$ cat config.mk
export PLATFORM = sky130hd
export DESIGN_NAME = clock_victim_sel
export DESIGN_NICKNAME = d
export VERILOG_FILES = /design/src/rtl/csel_pkg.sv /design/src/rtl/csel_ref_bits.sv /design/src/rtl/csel_occupancy.sv /design/src/rtl/csel_hand_ctl.sv /design/src/rtl/clock_victim_sel.sv
export SDC_FILE = /design/constraint.sdc
export NUM_CORES = 1
export LEC_CHECK = 0
export BUFFER_PORTS_ARGS = -buffer_cell sky130_fd_sc_hd__buf_2
export CELL_PAD_IN_SITES_DETAIL_PLACEMENT = 0
export CELL_PAD_IN_SITES_GLOBAL_PLACEMENT = 1
export CORE_UTILIZATION = 43
export DETAILED_ROUTE_END_ITERATION = 8
export GPL_ROUTABILITY_DRIVEN = 0
export PLACE_DENSITY = 0.77
export SYNTH_ARGS = -nofsm -noshare
export SYNTH_HDL_FRONTEND = slang
export SYNTH_SLANG_ARGS = --single-unit
$ cat constraint.sdc
create_clock -name clk -period 3.63 [get_ports clk]
set_input_delay 0 -clock clk [delete_from_list [all_inputs] [get_ports clk]]
set_output_delay 0 -clock clk [all_outputs]
set_load 0.005 [all_outputs]
$ cat src/rtl/csel_pkg.sv
package csel_pkg;

    typedef enum logic [0:0] {
        ST_IDLE = 1'b0,
        ST_SCAN = 1'b1
    } sel_state_e;

    typedef enum logic [1:0] {
        ACT_NONE  = 2'd0,
        ACT_FILL  = 2'd1,
        ACT_SKIP  = 2'd2,
        ACT_PICK  = 2'd3
    } sel_act_e;

    function automatic int unsigned idx_width(int unsigned n);
        return (n < 2) ? 1 : $clog2(n);
    endfunction

endpackage

$ cat src/rtl/csel_ref_bits.sv
module csel_ref_bits #(
    parameter int unsigned N = 4,
    parameter int unsigned W = 2
) (
    input  logic         clk,
    input  logic         rst,
    input  logic         touch_valid,
    input  logic [W-1:0] touch_idx,
    input  logic         clr_valid,
    input  logic [W-1:0] clr_idx,
    output logic [N-1:0] ref_q
);

    for (genvar g = 0; g < N; g++) begin : g_bit
        logic bit_q;
        always_ff @(posedge clk) begin
            if (rst) begin
                bit_q <= 1'b0;
            end else if (touch_valid && touch_idx == W'(g)) begin
                bit_q <= 1'b1;
            end else if (clr_valid && clr_idx == W'(g)) begin
                bit_q <= 1'b0;
            end
        end
        assign ref_q[g] = bit_q;
    end

endmodule

$ cat src/rtl/csel_occupancy.sv
module csel_occupancy #(
    parameter int unsigned N = 4,
    parameter int unsigned W = 2
) (
    input  logic         clk,
    input  logic         rst,
    input  logic         fill_valid,
    input  logic [W-1:0] fill_idx,
    output logic [N-1:0] occ_q,
    output logic         any_free,
    output logic [W-1:0] free_idx
);

    for (genvar g = 0; g < N; g++) begin : g_occ
        logic taken_q;
        always_ff @(posedge clk) begin
            if (rst) begin
                taken_q <= 1'b0;
            end else if (fill_valid && fill_idx == W'(g)) begin
                taken_q <= 1'b1;
            end
        end
        assign occ_q[g] = taken_q;
    end

    always_comb begin
        any_free = 1'b0;
        free_idx = '0;
        for (int i = N - 1; i >= 0; i--) begin
            if (!occ_q[i]) begin
                any_free = 1'b1;
                free_idx = W'(i);
            end
        end
    end

endmodule

$ cat src/rtl/csel_hand_ctl.sv
module csel_hand_ctl
    import csel_pkg::*;
#(
    parameter int unsigned N = 4,
    parameter int unsigned W = 2
) (
    input  logic         clk,
    input  logic         rst,
    input  logic         req,
    input  logic         any_free,
    input  logic [W-1:0] free_idx,
    input  logic [N-1:0] ref_q,
    output logic         busy,
    output logic         done,
    output logic [W-1:0] victim_idx,
    output logic [W-1:0] hand,
    output logic         clr_valid,
    output logic [W-1:0] clr_idx,
    output logic         fill_valid,
    output logic [W-1:0] fill_idx
);

    localparam logic [W-1:0] LAST = W'(N - 1);

    sel_state_e   state_q, state_d;
    sel_act_e     act;
    logic [W-1:0] hand_q, hand_nx;
    logic         done_q;
    logic [W-1:0] victim_q;

    assign hand_nx = (hand_q == LAST) ? '0 : hand_q + 1'b1;

    always_comb begin
        act     = ACT_NONE;
        state_d = state_q;
        unique case (state_q)
            ST_IDLE: begin
                if (req) begin
                    if (any_free) act = ACT_FILL;
                    else          state_d = ST_SCAN;
                end
            end
            ST_SCAN: begin
                if (ref_q[hand_q]) begin
                    act = ACT_SKIP;
                end else begin
                    act     = ACT_PICK;
                    state_d = ST_IDLE;
                end
            end
            default: state_d = ST_IDLE;
        endcase
    end

    assign clr_valid  = (act == ACT_SKIP) || (act == ACT_PICK);
    assign clr_idx    = hand_q;
    assign fill_valid = (act == ACT_FILL);
    assign fill_idx   = free_idx;

    always_ff @(posedge clk) begin
        if (rst) begin
            state_q  <= ST_IDLE;
            hand_q   <= '0;
            done_q   <= 1'b0;
            victim_q <= '0;
        end else begin
            state_q <= state_d;
            done_q  <= (act == ACT_FILL) || (act == ACT_PICK);
            if (act == ACT_SKIP || act == ACT_PICK) begin
                hand_q <= hand_nx;
            end
            if (act == ACT_FILL) begin
                victim_q <= free_idx;
            end else if (act == ACT_PICK) begin
                victim_q <= hand_q;
            end
        end
    end

    assign busy       = (state_q == ST_SCAN);
    assign done       = done_q;
    assign victim_idx = victim_q;
    assign hand       = hand_q;

endmodule

$ cat src/rtl/clock_victim_sel.sv
module clock_victim_sel
    import csel_pkg::*;
#(
    parameter int unsigned NFRAMES = 4,
    parameter int unsigned IDX_W   = idx_width(NFRAMES)
) (
    input  logic             clk,
    input  logic             rst,
    input  logic             touch_valid,
    input  logic [IDX_W-1:0] touch_idx,
    input  logic             req,
    output logic             busy,
    output logic             done,
    output logic [IDX_W-1:0] victim_idx
);

    logic [NFRAMES-1:0] ref_w;
    logic [NFRAMES-1:0] occ_w;
    logic               any_free_w;
    logic [IDX_W-1:0]   free_idx_w;
    logic [IDX_W-1:0]   hand_w;
    logic               clr_valid_w;
    logic [IDX_W-1:0]   clr_idx_w;
    logic               fill_valid_w;
    logic [IDX_W-1:0]   fill_idx_w;

    csel_ref_bits #(.N(NFRAMES), .W(IDX_W)) u_refs (
        .clk         (clk),
        .rst         (rst),
        .touch_valid (touch_valid),
        .touch_idx   (touch_idx),
        .clr_valid   (clr_valid_w),
        .clr_idx     (clr_idx_w),
        .ref_q       (ref_w)
    );

    csel_occupancy #(.N(NFRAMES), .W(IDX_W)) u_occ (
        .clk        (clk),
        .rst        (rst),
        .fill_valid (fill_valid_w),
        .fill_idx   (fill_idx_w),
        .occ_q      (occ_w),
        .any_free   (any_free_w),
        .free_idx   (free_idx_w)
    );

    csel_hand_ctl #(.N(NFRAMES), .W(IDX_W)) u_ctl (
        .clk        (clk),
        .rst        (rst),
        .req        (req),
        .any_free   (any_free_w),
        .free_idx   (free_idx_w),
        .ref_q      (ref_w),
        .busy       (busy),
        .done       (done),
        .victim_idx (victim_idx),
        .hand       (hand_w),
        .clr_valid  (clr_valid_w),
        .clr_idx    (clr_idx_w),
        .fill_valid (fill_valid_w),
        .fill_idx   (fill_idx_w)
    );

endmodule

=== After elaboration in Yosys (flattened, before gate mapping) ===
Index checks and enable logic that the tools add are counted.

* Register bits: 14
* Word-level logic and storage cells: 78
* Input port bits: 6

* Add/sub/neg operators: 1
* $lt $le $gt $ge: 1
* Eq/ne operators: 12
* Bitwise gates (word level): 1
* Reduce and logical (&&, ||, !) cells: 22
* Mux-type cells: 29

{| class="wikitable"
|+ Operators by type and width
! operator !! number
|-
| $mux 1 || 18
|-
| $eq 2x2->1 const B || 8
|-
| $mux 2 || 8
|-
| $logic_and 1x1->1 || 12
|-
| $reduce_bool 2->1 || 5
|-
| $eq 2x1->1 const B || 4
|-
| $logic_not 2->1 || 3
|-
| $pmux 2 s2 || 1
|-
| $lt 2x3->1 const B || 1
|-
| $add 2x1->2 const B || 1
|-
| $bmux 1 s2 || 1
|-
| $logic_or 1x1->1 || 2
|-
| $pmux 1 s2 || 1
|-
| $not 1->1 || 1
|}

=== Logic depth before layout (Yosys ltp) ===
Gate-level depths: netlist of the first run.

* Depth in word-level cells: 12
* Depth in mapped cells: 6

=== Cells and area by module ===
Synthesis of the first run repeated with hierarchy kept, for this count alone.

* Cell total of the unflattened synthesis: 83
* Area total of the unflattened synthesis: 757.0 µm²

{| class="wikitable"
|+ Modules (own cells, without submodules)
! module !! cells each !! instances !! sequential area each (µm²) !! area an instance (µm²)
|-
| csel_hand_ctl || 37 || 1 || 120.1 || 350.3
|-
| csel_ref_bits || 23 || 1 || 80.1 || 211.5
|-
| csel_occupancy || 23 || 1 || 80.1 || 195.2
|}

=== Least setup slack after synthesis of the first run ===
Ideal clock, no wire load.

* Kind: reg2reg
* From: register u_ctl.hand_q[0] (netlist: u_ctl.clr_idx[0])
* To: register u_ctl.victim_q[0] (netlist: u_ctl.victim_idx[0])
* Period minus slack after synthesis: 1.330 ns
* Required time: 3.544 ns
* Cell stages (with the launch flop): 6
* Path buffers: 1
* Path slack: 2.300 ns
* Data arrival time: 1.244 ns
* Path through: dfxtp_1 -> buf_6 -> mux2i_2 -> a22oi_2 -> mux2i_1 -> a221oi_2

* Longest elaborated chain between the ends: 6
* Elaborated cells between the ends (all ways): 9
* Classes of those cells: 2 x eq/ne; 6 x mux; 1 x reduce/logical

{| class="wikitable"
|+ RTL lines
! what !! RTL line !! source
|-
| start: declaration || csel_hand_ctl.sv:27 || <nowiki>logic [W-1:0] hand_q, hand_nx;</nowiki>
|-
| start signal: assignment || csel_hand_ctl.sv:70 || <nowiki>hand_q <= hand_nx;</nowiki>
|-
| $bmux 1 s2 || csel_hand_ctl.sv:44 || <nowiki>if (ref_q[hand_q]) begin</nowiki>
|-
| $mux 1 (not written as such) || csel_hand_ctl.sv:44 ||
|-
| $mux 1 || csel_hand_ctl.sv:44 ||
|-
| $pmux 2 s2 || csel_hand_ctl.sv:36 || <nowiki>unique case (state_q)</nowiki>
|-
| $eq 2x1->1 / $eq 2x2->1 (equally long branches) || csel_hand_ctl.sv:72, csel_hand_ctl.sv:74 ||
|-
| $mux 2 / $reduce_bool 2->1 (equally long branches) || -- ||
|-
| end signal: assignment || csel_hand_ctl.sv:73 || <nowiki>victim_q <= free_idx;</nowiki>
|-
| end signal: assignment || csel_hand_ctl.sv:75 || <nowiki>victim_q <= hand_q;</nowiki>
|-
| end: declaration || csel_hand_ctl.sv:29 || <nowiki>logic [W-1:0] victim_q;</nowiki>
|}

Parallel ways exist; a longest one is shown, timed or not. The select of a mux whose other input is x is not followed.
A chain may end at the register's enable or synchronous reset.

=== Worst setup path in the final report of the first run ===
* From: register u_ctl.state_q (netlist: u_ctl.busy)
* To: register u_ctl.victim_q[1] (netlist: u_ctl.victim_idx[1])

* Longest elaborated chain between the ends: 4
* Elaborated cells between the ends (all ways): 6
* Classes of those cells: 2 x eq/ne; 2 x mux; 1 x bitwise; 1 x reduce/logical

{| class="wikitable"
|+ RTL lines
! what !! RTL line !! source
|-
| start: declaration || csel_hand_ctl.sv:25 || <nowiki>sel_state_e state_q, state_d;</nowiki>
|-
| start signal: assignment || csel_hand_ctl.sv:67 || <nowiki>state_q <= state_d;</nowiki>
|-
| $not 1->1 || csel_hand_ctl.sv:36 ||
|-
| $pmux 2 s2 (*) || csel_hand_ctl.sv:36 ||
|-
| $eq 2x1->1 / $eq 2x2->1 (equally long branches) || csel_hand_ctl.sv:72, csel_hand_ctl.sv:74 ||
|-
| $mux 2 / $reduce_bool 2->1 (equally long branches) || -- ||
|}

Mark *: on every way between the ends. The rest lies on a longest branch, timed or not.

==> out/summary.md, run 1 <==
In the final routed layout, each cell accounts on average for 12.19 um. Summed over all nets, the switching power comes to 64.01 uW. The clock passes through at most 2 buffers.

After detailed routing, the number of vias per cell comes to 5.206. The post-route minimum period is 1.613 ns. The synthesized instance count is 77, and the count of port buffers added during placement is 9. Largest net degree at the start of global routing: 15. Final number of hold-violating endpoints: 0. Summing all placed instances gives a cell area of 734.5 um^2. The most repeated cell in the gate-level netlist after synthesis is nor2_1.

The detail route stage leaves a number of antenna-violating nets equal to 0. The analysis attributes to cell leakage a power of 0.3094 nW. The combinational power share is 0.081.

Hold repair after CTS inserted 0 buffers. The mean instance size in the synthesized netlist is 8.986 um^2, and the fraction of the core area covered by cells at the end of the flow is 0.5025. Counting distinct cell types in the post-synthesis netlist gives 25. The maximum level of the CTS H-tree was 1. The switching part of the total was 0.2358.

The startpoint of the worst register-to-register path is u_ctl.busy. The via count of the first global-routing pass was 534; the number of instances on the worst hold path was 3. The critical path is of the reg -> reg type.

The power per cell area is 358.6 nW/um^2. The kind of start point of the critical path was a flop. At the pin with the least slew margin, the transition time is 0.4055 ns. Buffers inserted during clock tree synthesis total 3. Detailed placement finished with a half-perimeter wire length of 901.7 um. The tree built by TritonCTS fans out to 14 sinks. For the global-route usage over all layers, the log shows 0.1656. The clock slew at the register clock pins of the worst setup and hold paths is 0.08 ns, and the headroom to the max-slew limit is 0.7293. The number of synthesized flops with an enable pin was 0; the starting utilization of the core area was 0.4593. The start point of the critical path is u_ctl.busy.

The largest stage delay on the critical path is 0.58 ns. For this run, design rule violations remaining after detail routing come to 0. In the final layout, the multi-input gates occupy 370.4 um^2.

The data arrival time of the critical path was 1.83 ns; the relative contribution of the clock network to total power was 0.317. Power comes to 271.4 uW. The logs give 1774 um^2 for the die area and 0.1969 mV for the peak supply drop. The logs give 1506 um^2 for the placeable core region and 98 for the number of nets in the layout. The proportion of netlist area held by the largest area contributor was 0.4051; the synthesized area was 691.9 um^2. Setup repair after global routing left no endpoint under its margin.

Yosys attributes the largest share of cell area to dfxtp_1, nor2_1, ha_1, a21oi_1, nand2_1. For the number of antenna violations at the first check in global routing, the log shows 0. The first global-routing pass estimated 2.235 mm of wire. The horizontal extent of the die came out at 42.12 um.

At the worst endpoint, the required time is 3.84 ns. Of all nets on the critical path, the largest fanout is 12. The register area came out at 280.3 um^2.

The finished cells cover 757.0 um^2. Most instantiated flip-flop cell in the synthesis netlist: dfxtp_1. Register bit count reported by yosys: 14. The first detailed-routing pass took 4 iterations. The number of antenna diodes in the final layout is 0. The count of final max-slew check failures came out at 0. When the netlist entered floorplanning its net count stood at 87. The final worst-path cycle share works out to 0.4444. The run gives 0.4051 as the fraction of the yosys area taken by sequential cells. The logs give 0.602 for the portion of total power attributed to sequential cells and 0 for the post-cts repair resize count. The flow ran to the end, and the final reports show no timing, DRC or antenna violations. For the number of DRC markers in iteration 0, the log shows 5.

The logs give 0.005146 ns for the worst clock skew and 207.4 uW for the internal power. The proportion of register bits with asynchronous set or reset after synthesis is 0. Endpoint type of the worst setup path: a flop. The endpoint identified for the worst register-to-register timing path is u_ctl.victim_idx[1]. The fraction of final layout cells with drive strength greater than 1 was 0.2093.

The cell sitting at the root of the clock tree is a clkbuf_4. After detailed routing, the total wire length is 1.243 mm. The number of placed I/O pins was 10. The most critical setup path has its endpoint at u_ctl.victim_idx[1].

The worst hold path class was in -> reg. The run gives 619.9 MHz as the highest clock frequency the design can meet. The logs give 14 for the floorplan row count and 0 for the total grt overflow.

Buffers added to address setup during post-CTS repair amount to 0. The path depth of the worst reg2reg path was 4; the number of failing setup endpoints in the final timing report was 0. The max-cap check violation count is 0. In the synthesized netlist, the cells that appear most often are nor2_1, dfxtp_1, nand2_1. TritonCTS built the clock tree. For the final routed database, the setup TNS stands at 0 ns.

The final route contains 531 vias. dfxtp_1 takes more of the synthesized area than any other cell. Setup slack on the worst reg-to-reg path comes out at 2.02 ns. From bottom edge to top edge, the die measures 42.12 um. At the later pin of the worst-skew pair, clock insertion delay measures 0.27 ns.

The number of warnings issued by yosys was 0; the synthesis-to-finish area growth was 9.403%. Walking the worst path, the cells encountered are and2b_1, a22oi_1, mux2_2, nor2_1. The tools report the number of fill cells as 157. The slowest cell on the critical path was dfxtp_1.
-- critical path, delay by kind of cell (launching register included) --
kind,cells,cell delay [ns]
simple gates,2,0.37
compound gates,1,0.24
mux,1,0.36
flops,1,0.58
-- cell families (layout without fill, tap and decap cells) --
kind of cell,Yosys count,after routing,share of synthesized area
compound gates,14,14,0.1465
mux,6,6,0.1121
simple gates,31,31,0.2043
buf+inv,8,17,0.05968
fa+ha+maj,4,4,0.07234
flops,14,14,0.4051
-- area by class of cell --
| cell class | count | area share |
|---|---|---|
| inverters | 5 | 0.02479 |
| repair buffers | 9 | 0.05950 |
| well taps | 16 | 0.02645 |
| flip-flops and latches | 14 | 0.3702 |
| clock buffers | 3 | 0.02975 |
| multi-input cells | 55 | 0.4893 |
-- per-layer routing --
metal  vias to the layer above  part of all wire  track usage
met5                         -                 0            0
met4                         0            0.0088      0.07500
met3                         2             0.025      0.03879
li1                        281                 -            -
met2                         4              0.45       0.2656
met1                       244              0.51       0.2114
-- power by group through the flow --
stage	registers [mW]	logic, mW	clock network, mW
after floorplan	0.166	0.0139	0
after global placement	0.167	0.0220	0
after detailed placement	0.167	0.0222	0
after CTS	0.163	0.0222	0.0892
after global routing	0.164	0.0258	0.0958
final	0.163	0.0220	0.0861
-- layout by cell type (no fill, tap or decap), drive strengths merged, types with 2 or more instances in the layout --
cell / synthesis / final
mux2i: 5 / 5
a22oi: 2 / 2
a32oi: 3 / 3
inv: 5 / 5
dfxtp: 14 / 14
buf: 2 / 9
ha: 4 / 4
nor2: 15 / 15
nand2: 9 / 9
a21oi: 7 / 7
clkbuf: 1 / 3
-- through the flow --
step	hold slack, ns	std cells	worst slack (ns)
3_3_place_gp	0.3029	99	2.029
6_report	0.02361	102	2.017
4_1_cts	0.02085	102	2.011
3_5_place_dp	0.3116	99	2.052
5_1_grt	0.07105	102	1.924
2_1_floorplan	0.06625	77	2.300
-- sequential cells by signal, summed over array words and instances, names as in the netlist --
| signal | cells |
|---|---|
| u_refs.g_bit.bit_q | 4 |
| u_ctl.victim_idx | 2 |
| u_ctl.busy | 1 |
| u_ctl.clr_idx | 2 |
| u_occ.g_occ.taken_q | 4 |
| u_ctl.done | 1 |
-- worst min-delay path by stage --
stage / start / endpoint / slack [ns]
after CTS: touch_idx[1] / u_refs.g_bit[3].bit_q / 0.02
after floorplan: rst / u_ctl.victim_idx[0] / 0.07
after global placement: touch_idx[1] / u_refs.g_bit[3].bit_q / 0.30
after global routing: touch_idx[1] / u_refs.g_bit[3].bit_q / 0.07
after detailed placement: touch_idx[1] / u_refs.g_bit[3].bit_q / 0.31
final: touch_idx[1] / u_refs.g_bit[3].bit_q / 0.02
Power figures use the tool's default switching activity.
==> run 2, diff against run 1 <==
--- a/config.mk
+++ b/config.mk
@@ -8,10 +8,11 @@
 export BUFFER_PORTS_ARGS = -buffer_cell sky130_fd_sc_hd__buf_2
 export CELL_PAD_IN_SITES_DETAIL_PLACEMENT = 0
 export CELL_PAD_IN_SITES_GLOBAL_PLACEMENT = 1
-export CORE_UTILIZATION = 43
+export CORE_ASPECT_RATIO = 0.8
+export CORE_UTILIZATION = 40
 export DETAILED_ROUTE_END_ITERATION = 8
 export GPL_ROUTABILITY_DRIVEN = 0
-export PLACE_DENSITY = 0.77
+export PLACE_DENSITY = 0.72
 export SYNTH_ARGS = -nofsm -noshare
 export SYNTH_HDL_FRONTEND = slang
 export SYNTH_SLANG_ARGS = --single-unit
==> constraint.sdc (replaced) <==
create_clock -name clk -period 1.6 [get_ports clk]
set_input_delay 0 -clock clk [delete_from_list [all_inputs] [get_ports clk]]
set_output_delay 0 -clock clk [all_outputs]
set_load 0.005 [all_outputs]
==> run 2 against run 1 <==
Against the previous run:
- power grew to 2.5 times the previous value
- sequential share of layout area is 2.0 points lower
- cell count is 9.8% higher
- critical path depth is 1 higher
- critical endpoint unchanged
==> out/summary.md, run 2 (synthesis gave the netlist of run 1 again) <==
The count of final max-slew check failures is 0 (unchanged), and the global-route usage over all layers is 0.1570 (was 0.1656). Slowest cell on the critical path: mux2_2 (was dfxtp_1). The tools report the capturing point of the worst reg2reg path as u_ctl.victim_idx[1] (unchanged). The number of antenna-violating nets in the routed design was 0 (unchanged). The placeable core region is 1627 um^2 (was 1506 um^2). The clock buffer count from CTS is 3 (unchanged), and the number of failing setup endpoints in the final timing report is 0 (unchanged). Total detailed-routing wirelength: 1.264 mm (was 1.243 mm).

The tools report the largest net degree at the start of global routing as 15 (unchanged). The logs give 1 (unchanged) for the maximum level of the CTS H-tree and 0 (unchanged) for the DRC violation count after routing. The data arrival time of the critical path is 1.61 ns (was 1.83 ns). Endpoint type of the worst setup path: a flop (unchanged). The max-cap check violation count came out at 0 (unchanged). The tools report the worst setup path endpoint as u_ctl.victim_idx[1] (unchanged). The run gives 0 (unchanged) as the final number of hold-violating endpoints.

Setup repair after global routing left no endpoint under its margin. Path depth of the worst reg2reg path: 5 (was 4). First-pass iteration count of the detailed router: 4 (unchanged).

The buffer cell driving the clock tree root was clkbuf_4 (unchanged). The count of port buffers added during placement is 9 (unchanged). The type of the worst setup path was reg -> reg (unchanged). The tools report the number of diodes as 0 (unchanged). The starting utilization of the core area came out at 0.4254 (was 0.4593). The first-pass GRT wire length is 2.139 mm (was 2.235 mm), and the floorplan row count is 13 (was 14). The via count of the first global-routing pass is 472 (was 534). The maximum number of buffers from clock root to sink was 2 (unchanged). The run gives 101 (was 98) as the number of nets in the layout. The post-route minimum period works out to 1.380 ns (was 1.613 ns).

The required time reported for the critical path endpoint came out at 1.83 ns (was 3.84 ns). TritonCTS built the clock tree. The worst hold margin is 0.01496 ns (was 0.02361 ns), and the number of DRC markers in iteration 0 is 8 (was 5). The run gives 1901 um^2 (was 1774 um^2) as the die area. The clock slew at the register clock pins of the worst setup and hold paths was 0.09 ns (was 0.08 ns). The worst setup slack after placement was 0.2449 ns (was 2.052 ns). The worst clock skew is 0.004229 ns (was 0.005146 ns). Post-cts repair resize count: 0 (unchanged). The CTS sink count came out at 14 (unchanged). The leakage power summed over all cells was 0.3318 nW (was 0.3094 nW).

Number of antenna violations at the first check in global routing: 0 (unchanged). The post-CTS setup buffer count came out at 0 (unchanged). The kind of start point of the critical path is a flop (unchanged).

The tools report the startpoint of the worst register-to-register path as u_ctl.busy (unchanged). The synthesis-to-finish area growth works out to 15.73% (was 9.403%). The number of placed I/O pins is 10 (unchanged). Commonest non-fill, non-tap cells in the layout: nor2_1, dfxtp_1, nand2_1, buf_2, a21oi_1 (unchanged).

The most common cell after layout, fill and taps aside is nor2_1 (unchanged). The fraction of final layout cells with drive strength greater than 1 came out at 0.2444 (was 0.2093). For the total grt overflow, the log shows 0 (unchanged). Detailed-route wire length per cell: 11.29 um (was 12.19 um).

The final setup slack of the worst path was 0.2203 ns (was 2.017 ns); the slew at the pin closest to its max-slew limit was 0.2733 ns (was 0.4055 ns). The half-perimeter wire length after placement is 948.6 um (was 901.7 um), and the largest stage delay on the critical path is 0.37 ns (was 0.58 ns). The final worst-path cycle share is 0.8623 (was 0.4444). Critical-path cell list: buf_4, nor2b_1, a22oi_1, mux2_2, nor2_1 (was and2b_1, a22oi_1, mux2_2, nor2_1).

The tools report the headroom to the max-slew limit as 0.8178 (was 0.7293). The number of fill cells is 163 (was 157), and the setup slack of the most critical reg-to-reg path is 0.22 ns (was 2.02 ns). The mean number of vias per cell was 4.848 (was 5.206).

The tools report the start point of the critical path as u_ctl.busy (unchanged). The fraction of the core area covered by cells at the end of the flow was 0.4923 (was 0.5025). The run finished with clean final reports. Biggest regs: u_occ.g_occ.taken_q: 4 flops, u_refs.g_bit.bit_q: 4 flops (unchanged). The tools report the clock network latency to the later pin of the worst-skew pair as 0.28 ns (was 0.27 ns). The worst hold path class was in -> reg (unchanged). The horizontal extent of the die came out at 48.50 um (was 42.12 um). For the peak supply drop, the log shows 0.4357 mV (was 0.1969 mV). Die boundary height: 39.20 um (was 42.12 um). The tools report the overall via count from detail_route as 543 (was 531). The power per cell area was 855.3 nW/um^2 (was 358.6 nW/um^2); the hold buffer count at cts was 0 (unchanged). Highest net fanout along the worst path: 11 (was 12).

For the highest clock frequency the design can meet, the log shows 724.8 MHz (was 619.9 MHz). The final sum of negative setup slack was 0 ns (unchanged).
[run 2: changes by cell type in the layout (fill, tap and decap cells not counted), sizes merged]
cell and delta:
buf +3, clkbuf +1
[run 2: report_power, final]
group          switching, mW  leakage, nW  total (mW)  internal [mW]
clock                  0.124       0.0210       0.262          0.139
sequential            0.0102        0.114       0.371          0.361
combinational         0.0274        0.196      0.0517         0.0243
[run 2: through the flow]
stage	area, um^2	instances	power [mW]
detailed placement	764.5	108	0.4308
global placement	764.5	108	0.4304
global route	800.8	112	0.7102
CTS	800.8	112	0.6912
finish	800.8	112	0.6849
floorplan	691.9	77	0.4089
[run 2: final cells by class]
type	instances	area [um^2]	area share
clock buffers	4	36.28	0.04531
multi-input cells	55	370.4	0.4625
inverters	5	18.77	0.02344
repair buffers	12	67.56	0.08438
flip-flops and latches	14	280.3	0.3500
well taps	22	27.53	0.03437
[run 2: worst min path at each step]
stage               slack (ns)  depth (start not counted)                     to         start
floorplan                 0.07                          1    u_ctl.victim_idx[0]           rst
global placement          0.30                          3  u_refs.g_bit[3].bit_q  touch_idx[1]
detailed placement        0.31                          3  u_refs.g_bit[3].bit_q  touch_idx[1]
CTS                      0.009                          3  u_refs.g_bit[3].bit_q  touch_idx[1]
global route              0.03                          3  u_refs.g_bit[3].bit_q   touch_valid
finish                    0.01                          3  u_refs.g_bit[3].bit_q  touch_idx[1]
[run 2: layer usage]
metal	up-vias	GRT usage	wire (um)
met5	-	0	0
met4	0	0.02206	0
met3	0	0.07059	58
met2	10	0.2359	503
met1	246	0.2098	703
li1	287	-	-
[run 2: worst max-delay path: cells and delay by family (launching register included)]
| kind | cells | cell delay, ns |
|---|---|---|
| AO/OA/AOI/OAI | 1 | 0.25 |
| multiplexers | 1 | 0.37 |
| AND/OR/NAND/NOR | 2 | 0.23 |
| buffers and inverters | 1 | 0.16 |
| flip-flops | 1 | 0.32 |
